$ cat src/rtl/wsb_pkg.sv
package wsb_pkg;
  parameter int WIPER_W   = 8;
  parameter int ADDR_W    = 2;
  parameter int NUM_CH    = 2;
  parameter int SYNC_LEN  = 2;
  localparam int FRAME_W  = ADDR_W + WIPER_W;
  localparam int CNT_MAX  = FRAME_W + 1;
  localparam int CNT_W    = $clog2(CNT_MAX + 1);

  typedef struct packed {
    logic [ADDR_W-1:0]  addr;
    logic [WIPER_W-1:0] code;
  } frame_t;

  localparam logic [WIPER_W-1:0] MID_CODE = WIPER_W'(1) << (WIPER_W - 1);
endpackage

$ cat src/rtl/wsb_sync.sv
module wsb_sync #(
  parameter int N = 1,
  parameter int STAGES = 2,
  parameter logic [N-1:0] INIT = '0
) (
  input  logic         clk,
  input  logic         rst,
  input  logic [N-1:0] d,
  output logic [N-1:0] q
);
  logic [N-1:0] stg [STAGES];

  for (genvar s = 0; s < STAGES; s++) begin : g_stage
    always_ff @(posedge clk) begin
      if (rst) stg[s] <= INIT;
      else if (s == 0) stg[s] <= d;
      else stg[s] <= stg[(s == 0) ? 0 : s - 1];
    end
  end

  assign q = stg[STAGES-1];
endmodule

$ cat src/rtl/wsb_deser.sv
module wsb_deser
  import wsb_pkg::*;
(
  input  logic   clk,
  input  logic   rst,
  input  logic   sclk_s,
  input  logic   csn_s,
  input  logic   sdi_s,
  output logic   ld_valid,
  output frame_t ld_frame
);
  logic [FRAME_W-1:0] sreg;
  logic [CNT_W-1:0]   cnt;
  logic               sclk_q;
  logic               csn_q;
  logic               sclk_rise;
  logic               csn_rise;

  assign sclk_rise = sclk_s && !sclk_q;
  assign csn_rise  = csn_s && !csn_q;

  always_ff @(posedge clk) begin
    if (rst) begin
      sreg     <= '0;
      cnt      <= '0;
      sclk_q   <= 1'b0;
      csn_q    <= 1'b1;
      ld_valid <= 1'b0;
      ld_frame <= '0;
    end else begin
      sclk_q   <= sclk_s;
      csn_q    <= csn_s;
      ld_valid <= 1'b0;
      if (csn_s) begin
        if (csn_rise && cnt == CNT_W'(FRAME_W)) begin
          ld_valid <= 1'b1;
          ld_frame <= frame_t'(sreg);
        end
        sreg <= '0;
        cnt  <= '0;
      end else if (sclk_rise) begin
        sreg <= {sreg[FRAME_W-2:0], sdi_s};
        if (cnt != CNT_W'(CNT_MAX)) cnt <= cnt + 1'b1;
      end
    end
  end
endmodule

$ cat src/rtl/wsb_latches.sv
module wsb_latches
  import wsb_pkg::*;
#(
  parameter int CH = NUM_CH
) (
  input  logic                  clk,
  input  logic                  rst,
  input  logic                  ld_valid,
  input  frame_t                ld_frame,
  output logic [CH*WIPER_W-1:0] wiper_o
);
  for (genvar i = 0; i < CH; i++) begin : g_ch
    logic [WIPER_W-1:0] code_q;

    always_ff @(posedge clk) begin
      if (rst) code_q <= MID_CODE;
      else if (ld_valid && ld_frame.addr == ADDR_W'(i)) code_q <= ld_frame.code;
    end

    assign wiper_o[i*WIPER_W +: WIPER_W] = code_q;
  end
endmodule

$ cat src/rtl/wiper_serial_bank.sv
module wiper_serial_bank
  import wsb_pkg::*;
#(
  parameter int CH = NUM_CH
) (
  input  logic                  clk,
  input  logic                  rst,
  input  logic                  ser_clk,
  input  logic                  ser_csn,
  input  logic                  ser_din,
  input  logic                  shdn_in,
  output logic [CH*WIPER_W-1:0] wiper_o,
  output logic                  shdn_o
);
  logic [3:0]         pins_s;
  frame_t             ld_frame;
  logic               ld_valid;
  logic [ADDR_W-1:0]  ld_addr;
  logic [WIPER_W-1:0] ld_code;

  wsb_sync #(.N(4), .STAGES(SYNC_LEN), .INIT(4'b0100)) u_sync (
    .clk (clk),
    .rst (rst),
    .d   ({shdn_in, ser_csn, ser_clk, ser_din}),
    .q   (pins_s)
  );

  wsb_deser u_deser (
    .clk      (clk),
    .rst      (rst),
    .sclk_s   (pins_s[1]),
    .csn_s    (pins_s[2]),
    .sdi_s    (pins_s[0]),
    .ld_valid (ld_valid),
    .ld_frame (ld_frame)
  );

  assign ld_addr = ld_frame.addr;
  assign ld_code = ld_frame.code;

  wsb_latches #(.CH(CH)) u_latches (
    .clk      (clk),
    .rst      (rst),
    .ld_valid (ld_valid),
    .ld_frame (ld_frame),
    .wiper_o  (wiper_o)
  );

  always_ff @(posedge clk) begin
    if (rst) shdn_o <= 1'b0;
    else     shdn_o <= pins_s[3];
  end
endmodule

$ cat config.mk
export PLATFORM = sky130hd
export DESIGN_NAME = wiper_serial_bank
export DESIGN_NICKNAME = d
export VERILOG_FILES = /design/src/rtl/wsb_pkg.sv /design/src/rtl/wsb_sync.sv /design/src/rtl/wsb_deser.sv /design/src/rtl/wsb_latches.sv /design/src/rtl/wiper_serial_bank.sv
export SDC_FILE = /design/constraint.sdc
export NUM_CORES = 1
export LEC_CHECK = 0
export ABC_AREA = 1
export CORE_ASPECT_RATIO = 1.1
export CORE_UTILIZATION = 57
export DETAILED_ROUTE_END_ITERATION = 10
export PLACE_DENSITY = 0.8
export SYNTH_ARGS = -nofsm -noshare
export SYNTH_HDL_FRONTEND = slang
export SYNTH_SLANG_ARGS = --single-unit
export TNS_END_PERCENT = 5
$ cat constraint.sdc
create_clock -name clk -period 3.26 [get_ports clk]
set_clock_uncertainty 0.05 [all_clocks]
set_input_delay 0.652 -clock clk [delete_from_list [all_inputs] [get_ports clk]]
set_output_delay 0.652 -clock clk [all_outputs]
set_load 0.005 [all_outputs]
==> out/metrics.cfg <==
[hold_path]
hold_end=shdn_o
timing.hold.worst.class=flop to flop
hold_path_startpoint=u_sync.stg[1][3]
timing.hold.worst_path_depth=2

[routing]
route.vias.total=1465
violation_count_after_the_first_detailed_route_iteration=86
drtAntennaViolNets=0
drt_wl_total_um=2988
drt_first_pass_iters=5
drt-vias-per-instance=5.122
drc_errors=0
wl_per_cell_um=10.45

[yosys]
combinational_family_with_the_most_area_after_synthesis=simple AND/OR/NAND/NOR gates
synth_ff_type=dfxtp_1
synth_enable_flop_cells=0
post_synth_xor_area_fraction_pct=0
syn-instance-count=229
synth.area.mux_share_pct=0
synthSimpleGateAreaFrac_pct=24.49
synth-async-reset-ratio_pct=0
synth_seq_area_share_pct=56.45
mappedNetlistArea_mm2=0.001844
synth_top_area_share_pct=56.45
synth_compound_gate_area_share_pct=10.58
postSynthNetCount=237
postSynthRegisterBits=52
avgSynthCellArea_um2=8.054
netlist_top_cells_area=dfxtp_1 56%, nor2_1 12%, o21ai_0 6.5%, nand2_1 5.7%, a21oi_1 4.1%
post-synth-top-area-cell=dfxtp_1
synthAdderAreaFrac_pct=1.357
synthesis.yosys.warnings=0
netlist-cell-type-count=16

[die]
floorplan.die.width_um=56.24
core.rowCount=21
floorplan.initialDensity_pct=59.99
die_area_mm2=0.003467
core-area_mm2=0.003074
floorplan.io_pins=23
die_h_um=61.66

[clock_tree]
tritoncts_clock_tree=yes
clock_latency_ns=0.36
cts_max_level=2
register_clock_pin_slew_on_the_reported_worst_setup_and_hold_paths_ns=0.13
cts-root-buf=clkbuf_4
cts_max_path_buffers=2
cts_inserted_buffers=5
postCtsSetupBuffers=0
clock_sinks=52
cts_hold_fix_bufs=0
cts_resized=0

[place]
dpl.hpwl_um=2043
dpl-instance-area_mm2=0.002066
gpl.final_weighted_congestion=0.7482
placedCellCount=278
port-buffer-count=22

[setup_path]
worst_ep_required_time_ns=3.46
critical_path.startpoint_type=flop
cp-end-kind=flop
r2r_setup_slack_ns=1.33
critical_path.max_fanout=11
crit_type=flop to flop
worstReg2RegEnd=u_deser.ld_frame[5]
startpoint_of_the_worst_slack_reg_to_reg_timing_path=u_deser.cnt[0]
number_of_cell_instances_on_the_worst_register_to_register_path=7
cp.arrival_ns=2.13

[cells_and_area]
layout.core_utilization_pct=69.11
fillerInstances=249
diodes=0
syn2layout_area_growth_pct=15.20
finalNetCount=259
final_common_cell=nor2_1
design_area_mm2=0.002125
layout_common_cells=57 x nor2_1, 52 x dfxtp_1, 28 x nand2_1
fraction_of_layout_cells_with_a_size_suffix_above_1_pct=5.952
stdcell_count=286

[pwr]
power.total_uw=956.1
internal_power_uw=759.8
switchingPower_uw=196.3
clock_power_share_pct=29.8
power.leakage_uw=0.0008824
combPwrFrac_pct=2.8
sequentialPowerShare_pct=67.4
p_per_area_mw_per_mm2=450.0
power.ir.vdd_worst_uv=360.8
netSwitchingFraction_pct=20.53

[timing]
setup-violations-final=0
relSlewSlack_pct=54.15
final.setup.tns_ns=0
rsz0062_at_grt=false
timing.final.crit_share_pct=59.08
max_freq_mhz=519.2
finalHoldViolCount=0
slew_violations=0
worst_slew_pin_slew_ns=0.6852
layout_min_cycle_time_ns=1.926

[global_routing]
grt_pass1_vias=1208
grt_use_total_pct=19.88
globalRouteOverflowTotal=0
antenna_found_initial=0
grt_start_max_net_pins=24
grt_first_pass_wirelength_um=5230

[job]
cap_viol_max_count=0

[status]
run_status=completed

## critical path: stages, from the launching register on
cell	delay, ns
dfxtp_1	0.35
inv_1	0.08
ha_1	0.14
nand2_1	0.05
nor2_1	0.51
nand2_1	0.41
nand2_1	0.16
a21oi_1	0.07
## power by group through the flow
stage	logic [µW]	clock network (µW)	registers, µW
floorplan	17.9	0	658
global placement	27.1	0	658
detailed placement	27.4	0	658
global route	30.9	323	645
finish	27.0	285	644
CTS	27.6	295	644
## kinds of logic after synthesis
family                   Yosys count
flip-flops                        52
AO/OA/AOI/OAI                     39
AND/OR/NAND/NOR                  106
buffers and inverters             30
adder cells (fa/ha/maj)            2
## per-stage QoR
| step | hold WS [ns] | setup WS (ns) |
|---|---|---|
| 2_1_floorplan | 0.3383 | 2.012 |
| 5_1_grt | 0.3738 | 1.117 |
| 3_3_place_gp | 0.3391 | 0.9895 |
| 4_1_cts | 0.3624 | 1.336 |
| 3_5_place_dp | 0.3445 | 0.9874 |
| 6_report | 0.3601 | 1.334 |
## worst max path at each step
stage,start,to,slack (ns)
finish,u_deser.cnt[0],u_deser.ld_frame[5],1.33
global route,u_deser.cnt[0],u_deser.ld_frame[1],1.12
CTS,u_deser.cnt[0],u_deser.ld_frame[5],1.34
detailed placement,rst,u_deser.sreg[2],0.99
global placement,rst,u_deser.sreg[1],0.99
floorplan,rst,u_sync.stg[1][2],2.01
## cells in the mapped netlist, types with 2 or more instances
| library cell | n |
|---|---|
| nor2_1 | 57 |
| dfxtp_1 | 52 |
| nand2_1 | 28 |
| o21ai_0 | 24 |
| inv_1 | 19 |
| a21oi_1 | 15 |
| nand3_1 | 15 |
| buf_4 | 4 |
| buf_2 | 3 |
| inv_2 | 3 |
| ha_1 | 2 |
| nor2_4 | 2 |
| or2_2 | 2 |
## routing by layer
layer | part of all wire (%) | vias to the layer above | wire length (µm) | global-route usage [%]
met5 | 0 | - | 0 | 0
met4 | 1.7 | 0 | 52 | 8.362
met3 | 4.1 | 5 | 123 | 6.303
met2 | 47 | 33 | 1403 | 34.18
met1 | 47 | 660 | 1409 | 23.51
li1 | - | 767 | - | -
## sequential cells by signal, summed over array words and instances, names as in the netlist, 4 cells and up
signal / flops
u_latches.g_ch.code_q: 16
u_deser.sreg: 10
u_deser.ld_frame: 10
u_sync.stg: 8
u_deser.cnt: 4
## layout make-up
| cell class | instances | area [µm²] | share of cell area (%) |
|---|---|---|---|
| Inverter | 22 | 82.58 | 3.887 |
| Tap cell | 34 | 42.54 | 2.002 |
| Clock buffer | 8 | 58.81 | 2.768 |
| Sequential cell | 52 | 1041 | 49.00 |
| Timing Repair Buffer | 23 | 227.7 | 10.72 |
| Multi-Input combinational cell | 147 | 671.9 | 31.63 |
No activity file was read; power rests on OpenSTA's default activity.
